### src/rtl/msk_pkg.sv
package msk_pkg;
  typedef enum logic [1:0] {
    MK_IDLE  = 2'd0,
    MK_ENTER = 2'd1,
    MK_ELSE  = 2'd2,
    MK_JOIN  = 2'd3
  } mark_e;
endpackage

### src/rtl/msk_lifo.sv
module msk_lifo #(
  parameter int W     = 64,
  parameter int DEPTH = 8,
  localparam int IW   = (DEPTH > 1) ? $clog2(DEPTH) : 1,
  localparam int CW   = $clog2(DEPTH + 1)
) (
  input  logic          clk,
  input  logic          rst_n,
  input  logic          push,
  input  logic          pop,
  input  logic [W-1:0]  push_data,
  output logic [W-1:0]  top_data,
  output logic [CW-1:0] level,
  output logic          full,
  output logic          empty
);
  logic [W-1:0]  slot [DEPTH];
  logic [CW-1:0] level_q;
  logic [IW-1:0] top_idx;

  assign top_idx  = IW'(level_q - 1'b1);
  assign top_data = slot[top_idx];
  assign level    = level_q;
  assign full     = (level_q == CW'(DEPTH));
  assign empty    = (level_q == '0);

  for (genvar g = 0; g < DEPTH; g++) begin : g_slot
    always_ff @(posedge clk) begin
      if (!rst_n)
        slot[g] <= '0;
      else if (push && (level_q == CW'(g)))
        slot[g] <= push_data;
    end
  end

  always_ff @(posedge clk) begin
    if (!rst_n)
      level_q <= '0;
    else if (push)
      level_q <= level_q + 1'b1;
    else if (pop)
      level_q <= level_q - 1'b1;
  end
endmodule

### src/rtl/msk_update.sv
module msk_update
  import msk_pkg::*;
#(
  parameter int LANES = 32
) (
  input  logic [1:0]       op,
  input  logic [LANES-1:0] pred,
  input  logic [LANES-1:0] cur_mask,
  input  logic [LANES-1:0] top_mask,
  input  logic [LANES-1:0] top_pred,
  input  logic             full,
  input  logic             empty,
  output logic [LANES-1:0] nxt_mask,
  output logic             push_ok,
  output logic             flip_ok,
  output logic             pop_ok,
  output logic             op_bad,
  output logic             push_zero
);
  function automatic logic [LANES-1:0] f_enter(input logic [LANES-1:0] m,
                                               input logic [LANES-1:0] p);
    return m & p;
  endfunction

  function automatic logic [LANES-1:0] f_other(input logic [LANES-1:0] m,
                                               input logic [LANES-1:0] p);
    return m & ~p;
  endfunction

  mark_e mk;
  assign mk = mark_e'(op);

  always_comb begin
    push_ok   = 1'b0;
    flip_ok   = 1'b0;
    pop_ok    = 1'b0;
    op_bad    = 1'b0;
    nxt_mask  = cur_mask;
    unique case (mk)
      MK_ENTER: begin
        if (full) op_bad = 1'b1;
        else begin
          push_ok  = 1'b1;
          nxt_mask = f_enter(cur_mask, pred);
        end
      end
      MK_ELSE: begin
        if (empty) op_bad = 1'b1;
        else begin
          flip_ok  = 1'b1;
          nxt_mask = f_other(top_mask, top_pred);
        end
      end
      MK_JOIN: begin
        if (empty) op_bad = 1'b1;
        else begin
          pop_ok   = 1'b1;
          nxt_mask = top_mask;
        end
      end
      default: ;
    endcase
    push_zero = push_ok && (nxt_mask == '0);
  end
endmodule

### src/rtl/msk_fault.sv
module msk_fault (
  input  logic clk,
  input  logic rst_n,
  input  logic set_err,
  output logic fault
);
  always_ff @(posedge clk) begin
    if (!rst_n)       fault <= 1'b0;
    else if (set_err) fault <= 1'b1;
  end
endmodule

### src/rtl/simt_lane_mask.sv
module simt_lane_mask #(
  parameter int LANES = 32,
  parameter int DEPTH = 8,
  localparam int EW   = 2 * LANES,
  localparam int CW   = $clog2(DEPTH + 1)
) (
  input  logic             clk,
  input  logic             rst_n,
  input  logic [1:0]       op,
  input  logic [LANES-1:0] pred,
  output logic [LANES-1:0] active_mask,
  output logic             skip_path,
  output logic             fault
);
  logic [LANES-1:0] mask_q;
  logic             skip_q;
  logic [EW-1:0]    top_entry;
  logic [CW-1:0]    stack_level;
  logic             st_full, st_empty;
  logic [LANES-1:0] nxt_mask;
  logic             push_ok, flip_ok, pop_ok, op_bad, push_zero;

  msk_lifo #(.W(EW), .DEPTH(DEPTH)) u_lifo (
    .clk       (clk),
    .rst_n     (rst_n),
    .push      (push_ok),
    .pop       (pop_ok),
    .push_data ({pred, mask_q}),
    .top_data  (top_entry),
    .level     (stack_level),
    .full      (st_full),
    .empty     (st_empty)
  );

  msk_update #(.LANES(LANES)) u_upd (
    .op        (op),
    .pred      (pred),
    .cur_mask  (mask_q),
    .top_mask  (top_entry[LANES-1:0]),
    .top_pred  (top_entry[EW-1:LANES]),
    .full      (st_full),
    .empty     (st_empty),
    .nxt_mask  (nxt_mask),
    .push_ok   (push_ok),
    .flip_ok   (flip_ok),
    .pop_ok    (pop_ok),
    .op_bad    (op_bad),
    .push_zero (push_zero)
  );

  msk_fault u_fault (
    .clk     (clk),
    .rst_n   (rst_n),
    .set_err (op_bad),
    .fault   (fault)
  );

  always_ff @(posedge clk) begin
    if (!rst_n) begin
      mask_q <= '1;
      skip_q <= 1'b0;
    end else begin
      if (push_ok || flip_ok || pop_ok) mask_q <= nxt_mask;
      skip_q <= push_zero;
    end
  end

  assign active_mask = mask_q;
  assign skip_path   = skip_q;
endmodule

### config.mk
export PLATFORM = sky130hd
export DESIGN_NAME = simt_lane_mask
export DESIGN_NICKNAME = d
export VERILOG_FILES = /design/src/rtl/msk_pkg.sv /design/src/rtl/msk_lifo.sv /design/src/rtl/msk_update.sv /design/src/rtl/msk_fault.sv /design/src/rtl/simt_lane_mask.sv
export SDC_FILE = /design/constraint.sdc
export NUM_CORES = 1
export LEC_CHECK = 0
export ABC_AREA = 1
export ABC_CLOCK_PERIOD_IN_PS = 16100
export CAP_MARGIN = 20
export CORE_MARGIN = 2
export CORE_UTILIZATION = 40
export DETAILED_ROUTE_END_ITERATION = 8
export GPL_TIMING_DRIVEN = 0
export PLACE_DENSITY_LB_ADDON = 0.2
export SETUP_SLACK_MARGIN = 0.02
export SYNTH_ARGS = -nofsm -noshare
export SYNTH_HDL_FRONTEND = slang
export SYNTH_SLANG_ARGS = --single-unit
### constraint.sdc
create_clock -name clk -period 16.1 [get_ports clk]
set_input_delay 1.61 -clock clk [delete_from_list [all_inputs] [get_ports clk]]
set_output_delay 1.61 -clock clk [all_outputs]
set_load 0.03 [all_outputs]
### Word-level counts from Yosys, hierarchy flattened

Memories as Yosys holds them, arrays and structs flattened.
Index checks and enable logic that the tools add are counted.

* bitwise logic cells: 11
* add/sub/neg operators: 2
* muxes and demuxes: 47
* eq/ne operators: 11
* reductions and logical operators: 15

Operator list (number)
* $mux 64: 8
* $mux 32: 3
* $pmux 32 s3: 1
* $and 32x32->32: 2
* $logic_not 32->1: 1
* $mux 1: 32
* $not 32->32: 1
* $eq 4x3->1 const B: 4
* $logic_and 1x1->1: 9
* $eq 4x2->1 const B: 2
* $mux 4: 2
* $or 1x1->1: 8
* $add 4x1->4 const B: 1
* $eq 2x2->1 const B: 2
* $eq 4x1->1 const B: 1
* $eq 4x4->1 const B: 1
* $logic_not 4->1: 1
* $sub 4x1->4 const B: 1
* $eq 2x1->1 const B: 1
* $logic_or 1x1->1: 2
* $pmux 1 s2: 1
* $reduce_bool 2->1: 1
* $reduce_or 2->1: 1

* memories: 1
* word-level logic and storage cells: 91
* register bits: 38
* bits in writable memories: 512
* bits of input ports: 36
* output and inout bits: 34

Memories
* u_lifo.slot: depth 8, width 64, rd ports 1, clocked after memory_dff 0, write ports 8, RTL line msk_lifo.sv:17 `logic [W-1:0] slot [DEPTH];`

### Logic depth before layout (Yosys ltp)

Gate-level depths: netlist (run 1).

* word-level depth: 8
* gate-level depth with buffers: 21
* mapped depth without buffers: 17

### Hierarchy

Synthesis (run 1) repeated with hierarchy kept, for this count alone.

* cell total of the unflattened synthesis: 2831
* area total of the unflattened synthesis: 25858.6 um^2

Modules (own cells, without submodules)
* msk_lifo: seq. area each 15454.8 um^2, instances 1, area an instance 23394.9 um^2, cells each 2394
* simt_lane_mask: seq. area each 660.6 um^2, instances 1, area an instance 1217.4 um^2, cells each 147
* msk_update: seq. area each 0.0 um^2, instances 1, area an instance 1214.9 um^2, cells each 286
* msk_fault: seq. area each 20.0 um^2, instances 1, area an instance 31.3 um^2, cells each 4

### Worst setup path after synthesis (run 1)

Ideal clock, no wire load.

* path type: input to register
* from: input op[0]
* to: memory u_lifo.slot[7][0] (enable)
* stages: 7
* buffers on the path: 1
* required time: 15.519 ns
* setup slack: 8.493 ns
* setup time: 0.581 ns
* arrival: 7.027 ns
* cells stage by stage: inv_2 > nor2_2 > inv_2 > nor2_4 > buf_4 > nand2_1 > o31ai_1

RTL lines
* start: declaration: RTL line simt_lane_mask.sv:9 `input logic [1:0] op,`
* end: declaration: RTL line msk_lifo.sv:17

==> results of run 1 <==
==> routing by layer <==
layer	GRT usage [%]	wire [µm]	vias up
met2	47.7	43700	1371
met3	5.18	10400	286
li1	-	-	9029
met5	0	0	-
met1	39.0	36500	10100
met4	16.8	5800	0
==> cells in the final DEF (no fill, tap or decap), types with 2 or more instances in the layout <==
cell type,instances
nand3_1,220
or2_2,3
o21ai_0,127
inv_1,96
xor2_1,2
nand2_1,552
nor2_4,2
clkbuf_1,83
buf_8,5
nand2_2,4
ha_1,5
clkinv_1,41
o21ai_1,7
a31oi_1,2
a21oi_1,82
nand2_4,4
nand4_4,3
o211ai_1,23
or2_1,2
clkinvlp_4,2
nand4_1,5
buf_1,13
buf_16,11
clkinv_2,7
buf_6,15
edfxtp_1,512
nor2_2,2
buf_4,16
nor2_1,718
bufinv_16,5
dfxtp_1,38
inv_2,9
clkdlybuf4s50_1,68
buf_2,64
nand3_2,2
o21ai_4,3
clkbuf_8,2
clkbuf_16,59
buf_12,5
==> worst max-delay path by stage <==
stage | cells after the start | slack (ns) | startpoint | to
floorplan | 7 | 8.49 | op[0] | u_lifo.slot[7][0]$_SDFFCE_PN0P_
global placement | 8 | 1.84 | op[0] | u_lifo.slot[7][43]$_SDFFCE_PN0P_
detailed placement | 7 | 11.06 | op[0] | u_lifo.slot[4][24]$_SDFFCE_PN0P_
CTS | 7 | 11.69 | op[0] | u_lifo.slot[4][24]$_SDFFCE_PN0P_
global route | 18 | 11.48 | u_lifo.level[0]$_SDFFE_PN0P_ | skip_path$_SDFF_PN0_
finish | 7 | 11.51 | op[0] | u_lifo.slot[4][30]$_SDFFCE_PN0P_
==> cell type report <==
| class | instances | area [µm²] |
|---|---|---|
| inverter | 141 | 532 |
| buffer | 167 | 872 |
| multi-input combinational | 1771 | 7550 |
| fill | 5928 | 32600 |
| clock inverter | 21 | 231 |
| clock buffer | 84 | 1590 |
| tap | 837 | 1050 |
| timing repair buffer | 90 | 1170 |
| sequential | 550 | 16100 |
==> power by group through the flow <==
stage	registers (mW)	clock network [mW]	logic, mW
5_1_grt	1.69	1.39	1.04
4_1_cts	1.69	1.33	0.955
3_5_place_dp	1.72	0	0.951
6_report	1.69	1.33	0.984
3_3_place_gp	1.74	0	0.928
2_1_floorplan	1.74	0	0.515
==> state kept, by name, summed over array words and instances, names as in the netlist <==
name	count
skip_path	1
active_mask	32
u_lifo.slot	512
u_lifo.level	4
u_fault.fault	1
==> worst max-delay path, cell delays in order <==
cell and delay (ns):
clkdlybuf4s50_1 0.54, inv_2 0.09, nor2_2 0.25, clkbuf_1 0.59
nand4_1 1.00, clkbuf_1 0.71, nor2_1 0.25
==> cell families (layout without fill, tap and decap cells) <==
group / Yosys count / in the layout / synth area share, %
xor gates and xnor gates: 2 / 2 / 0.0700
buffers and inverters: 308 / 503 / 5.61
adders and majority gates: 5 / 5 / 0.250
and+or+nand+nor: 1517 / 1517 / 24.3
AOI/OAI and AO/OA: 247 / 247 / 5.21
DFF: 550 / 550 / 64.5
==> results.md, run 1 <==
* Status: complete, no violations
* Vias in the first global route at between 15000 and 20000
* Pwr Total at between 4 and 5 mW
* Startpoint Class: input port
* Mapped Nets at between 2000 and 3000
* Max-cap viol count at 0
* Die Width at 254 µm
* Resized Gates After CTS at 0
* PnR worst setup slack at between 10 and 15 ns
* Worst r2r src: u_lifo.level[0]$_SDFFE_PN0P_
* Syn. warnings at 0
* Worst-path clk slew at 0.06 ns
* Drt wl/cell at 26.3 µm
* Tcrit/Tclk final at 28.5%
* Worst-Margin Slew at around 1.2 ns
* Area leader, netlist: edfxtp_1
* Initial Util at between 40% and 50%
* Share of the synthesized area in the top cell type at between 60% and 70%
* Tot GR Track Use at 30.0%
* R2r setup slk at about 12 ns
* CTS Sinks at 550
* Hold slack at 0.479 ns
* Global route overflow at 0
* Final HPWL DP at 62700 µm
* Post-Place Setup Slack at approximately 11 ns
* Maximum VDD drop at 0.0841 mV
* Leak Pwr at between 10 and 15 nW
* H-tree depth at 2
* Syn avg cell area at 9.51 µm²
* Critical-path maximum fanout at 10
* Netlist Area Pre-Place at 25000 µm²
* First-pass GRT wire length at 137000 µm
* Die area at 64500 µm²
* Largest net degree at the start of global routing at 47
* Clock network fraction of design power at 33.3%
* Ranking of synthesized cells by area: edfxtp_1 (61%), nor2_1 (11%), nand2_1 (8.3%)
* RSZ-0062 raised after global routing: false
* WHS Path Cells at 2
* Most used DFF post-synth: edfxtp_1
* GP Congestion at 0.920
* Sum Neg Setup Slack at 0 ns
* DRC errors left at 0
* Max transition margin at between 10% and 20%
* Hold_buf cts at 0
* Ant diodes at 0
* Standard-cell rows at 91
* Seq/Total Area, Yosys at between 60 and 70%
* Via count at 20800
* Most numerous cell in the Yosys netlist: nor2_1
* Final Cell Area at 29100 µm²
* Critical path class: input port to flip-flop
* Setup repair bufs after CTS at 0
* Combinational share of power at 24.6%
* Worst-case clock buffer depth at 3
* Switching share of total power at about a third
* Routed Antenna Nets at 0
* Layout Cells excl Fill at 3661
* TritonCTS Buffers at 58
* Hold Path End: u_fault.fault$_SDFFE_PN0P_
* Internal at roughly 2.7 mW
* Pre-Repair DR Iteration Count at 8
* Critical Path AT at 5.05 ns
* Post-synth cell types at 32
* Critical Path RT at 16.57 ns
* Clk Latency, worst-skew pair at between 0.6 and 0.7 ns
* Cell Area, Placed at approximately 27000 µm²
* Drt first-iter violations at 2882
* Fin nets at 2820
* Pwr/cell area at between 100 and 150 nW/µm²
* Hold Crit Class: flip-flop to flip-flop
* Area grow syn2layout at 16.5%
* Final core utilization at 47.2%
* Setup violators final at 0
* Die height at around 250 µm
* Via-to-Cell Ratio at between 5 and 6
* FF-to-FF path depth at 16
* DP Cell Count at 3555
* P_sw at 1.34 mW
* Post-synth top cells: nor2_1 (718), nand2_1 (556), edfxtp_1 (512), nand3_1 (220), o21ai_0 (130)
* Final Routed Wirelength at 96300 µm
* IO Port Bufs at slightly below 70
* Antenna violations before repair at 0
* Hold wc startpoint: u_fault.fault$_SDFFE_PN0P_
* FFs w/ async S/R, synth at 0%
* Final Hold Viols at 0
* Reg power frac at 42.2%
* CTS Root Cell: clkbuf_16
* Worst r2r dst: skip_path$_SDFF_PN0_
* Mapped Cells at 2629
* FF+latch count, synth at 550
* Fmax at 218 MHz
* Type of destination of the critical path: flip-flop
* Setup Skew at 0.0175 ns
* IO Pins at 70
* Layout cells sized above 1 at around 8.0%
* Core area at 61700 µm²
* CTS tree: built
* Fin crit period at between 4 and 5 ns
* Number of flops mapped to enable cells by yosys at 512
* Final Max Slew Viols at 0
No activity file was read; power rests on OpenSTA's default activity.
==> inputs of run 2 (changes only) <==
ABC_CLOCK_PERIOD_IN_PS = 4150   (was 16100)
clock period = 4.15 ns   (was 16.1 ns; I/O delays follow)
==> results.md, run 2 (synthesized netlist as in run 1, its figures left out) <==
* Status: complete, no violations (unchanged)
* Via count at 20800 (about the same)
* Vias in the first global route at 19700 (was 20000)
* Layout cells sized above 1 at 8.53% (was 8.04%)
* Worst-Margin Slew at 1.24 ns (was 1.22 ns)
* Maximum VDD drop at 0.382 mV (was 0.0841 mV)
* CTS tree: built (unchanged)
* Max transition margin at 17.5% (was 18.9%)
* Clk Latency, worst-skew pair at 0.63 ns (was 0.64 ns)
* Worst-path clk slew at 0.06 ns (about the same)
* Tot GR Track Use at 30.2% (was 30.0%)
* CTS Sinks at 550 (unchanged)
* Final Max Slew Viols at 0 (unchanged)
* Type of destination of the critical path: flip-flop (unchanged)
* P_sw at 5.22 mW (was 1.34 mW)
* CTS Root Cell: clkbuf_16 (unchanged)
* Fin crit period at 4.01 ns
* IO Pins at 70 (unchanged)
* Reg power frac at 41.6% (was 42.2%)
* Met1 Resource Use GR at 40.3% (was 39.0%)
* Fmax at 249 MHz
* Critical Path AT at 4.47 ns (was 5.05 ns)
* Core area at 61700 µm² (unchanged)
* Critical path class: flip-flop to flip-flop (was input port to flip-flop)
* Layout Cells excl Fill at 3661 (unchanged)
* Startpoint Class: flip-flop (was input port)
* Largest net degree at the start of global routing at 48 (was 47)
* Area of the multi-input gates at 7550 µm² (unchanged)
* H-tree depth at 2 (unchanged)
* Final core utilization at 47.4% (was 47.2%)
* Hold Crit Class: input port to flip-flop (was flip-flop to flip-flop)
* Area grow syn2layout at 16.9% (was 16.5%)
* Most common cell after layout, fill and taps aside: nor2_1 (unchanged)
* GP Congestion at 0.944 (was 0.920)
* Antenna violations before repair at 1 (was 0)
* Critical Path RT at 4.61 ns (was 16.57 ns)
* Critical-path maximum fanout at 19 (was 10)
* Busiest layer in global routing: met2 (unchanged)
* Tcrit/Tclk final at between 90% and 100%
* Die area at 64500 µm² (unchanged)
* Standard-cell rows at 91 (unchanged)
* Final Routed Wirelength at 97300 µm (was 96300 µm)
* Setup repair bufs after CTS at 0 (unchanged)
* Pwr/cell area at 538 nW/µm² (was 137 nW/µm²)
* Setup Skew at 0.0213 ns (was 0.0175 ns)
* Combinational share of power at 24.3% (was 24.6%)
* WHS Path Cells at 3 (was 2)
* Die height at 254 µm (unchanged)
* Pwr Total at 15.7 mW (was 4.00 mW)
* Resized Gates After CTS at 4 (was 0)
* Final HPWL DP at 62800 µm (was 62700 µm)
* IO Port Bufs at 68 (unchanged)
* Routed Antenna Nets at 0 (unchanged)
* Fin nets at 2817 (was 2820)
* Initial Util at 40.5% (unchanged)
* Drt first-iter violations at 2871 (was 2882)
* First-pass GRT wire length at 138000 µm (was 137000 µm)
* FF+latch area at 16100 µm² (unchanged)
* Worst-case clock buffer depth at 3 (unchanged)
* TritonCTS Buffers at 57 (was 58)
* Global route overflow at 0 (unchanged)
* FF-to-FF path depth at 12 (was 16)
* Filler cells at 5904 (was 5928)
* M3 GR Usage at 5.03% (was 5.18%)
* Biggest register: u_lifo.slot (unchanged)
* Final Hold Viols at 0 (unchanged)
* Hold_buf cts at 0 (unchanged)
* Drt wl/cell at 26.6 µm (was 26.3 µm)
* Ant diodes at 0 (unchanged)
* Commonest cells after routing, fill and taps aside: nor2_1 (718), nand2_1 (552), edfxtp_1 (512) (unchanged)
* Clock network fraction of design power at 34.1% (was 33.3%)
* RSZ-0062 raised after global routing: false (unchanged)
* Internal at 10.5 mW (was 2.67 mW)
* Via-to-Cell Ratio at 5.67 (was 5.68)
* DP Cell Count at 3555 (unchanged)
* Die Width at 254 µm (unchanged)
* Number of flip-flops in the largest register at 512 (unchanged)
* Pre-Repair DR Iteration Count at 6 (was 8)
* Leak Pwr at 12.2 nW (was 12.1 nW)
* DRC errors left at 0 (unchanged)
* Met2 usage at 46.8% (was 47.7%)
* Max-cap viol count at 0 (unchanged)
* Switching share of total power at 33.2% (was 33.3%)
* Setup violators final at 0 (unchanged)
==> run 2: cell types whose count changed in the layout (fill, tap and decap cells not counted), moves of 3 or more <==
cell / delta
clkbuf_8: +12
clkbuf_1: -8
clkinv_1: -6
buf_12: +3
clkbuf_2: +3
==> run 2: critical path: stages (launching register included) <==
cell,delay (ns)
dfxtp_1,0.39
buf_6,0.16
inv_4,0.12
buf_4,0.24
ha_1,0.28
nand3_2,0.25
inv_2,0.19
nor2_4,0.16
inv_2,0.08
nor2_1,0.48
nand3_2,0.63
clkbuf_1,0.60
nor2_1,0.26
==> run 2: layer usage <==
| layer | vias up | wire length [µm] |
|---|---|---|
| li1 | 8999 | - |
| met1 | 10200 | 37400 |
| met2 | 1312 | 43300 |
| met3 | 297 | 10400 |
| met4 | 0 | 6080 |
| met5 | - | 0 |
==> run 2: layout make-up <==
type	instances	area share, %
Clock inverter	18	0.835
Tap cell	837	3.58
Buffer	166	2.99
Sequential cell	550	55.2
Multi-Input combinational cell	1771	25.8
Clock buffer	89	5.77
Timing Repair Buffer	89	3.97
Inverter	141	1.82
==> run 2: power by group through the flow <==
stage	clock [mW]	sequential [mW]	combinational, mW
4_1_cts	5.35	6.54	3.71
3_3_place_gp	0	6.69	3.60
5_1_grt	5.55	6.57	4.03
3_5_place_dp	0	6.66	3.70
2_1_floorplan	0	6.74	2.00
6_report	5.37	6.55	3.82
==> run 2: worst paths after layout <==
kind                                     start                               end  slack (ns)
hold / removal                           rst_n      u_lifo.level[2]$_SDFFE_PN0P_        0.16
setup reg to reg  u_lifo.level[0]$_SDFFE_PN0P_  u_lifo.slot[3][28]$_SDFFCE_PN0P_        0.14
hold reg to reg     u_fault.fault$_SDFFE_PN0P_        u_fault.fault$_SDFFE_PN0P_        0.48
setup / recovery  u_lifo.level[0]$_SDFFE_PN0P_  u_lifo.slot[3][28]$_SDFFCE_PN0P_        0.14
==> run 2: per-stage QoR <==
step / instance area (µm²) / setup slack [ns] / hold WS [ns] / setup TNS (ns)
floorplan: 25000 / 0.272 / 0.536 / 0
global placement: 26800 / -2.37 / 0.471 / -1075.07
detailed placement: 27300 / -0.178 / 0.466 / -0.242
CTS: 29200 / 0.0340 / 0.146 / 0
global route: 29200 / 0.0251 / 0.212 / 0
finish: 29200 / 0.141 / 0.163 / 0
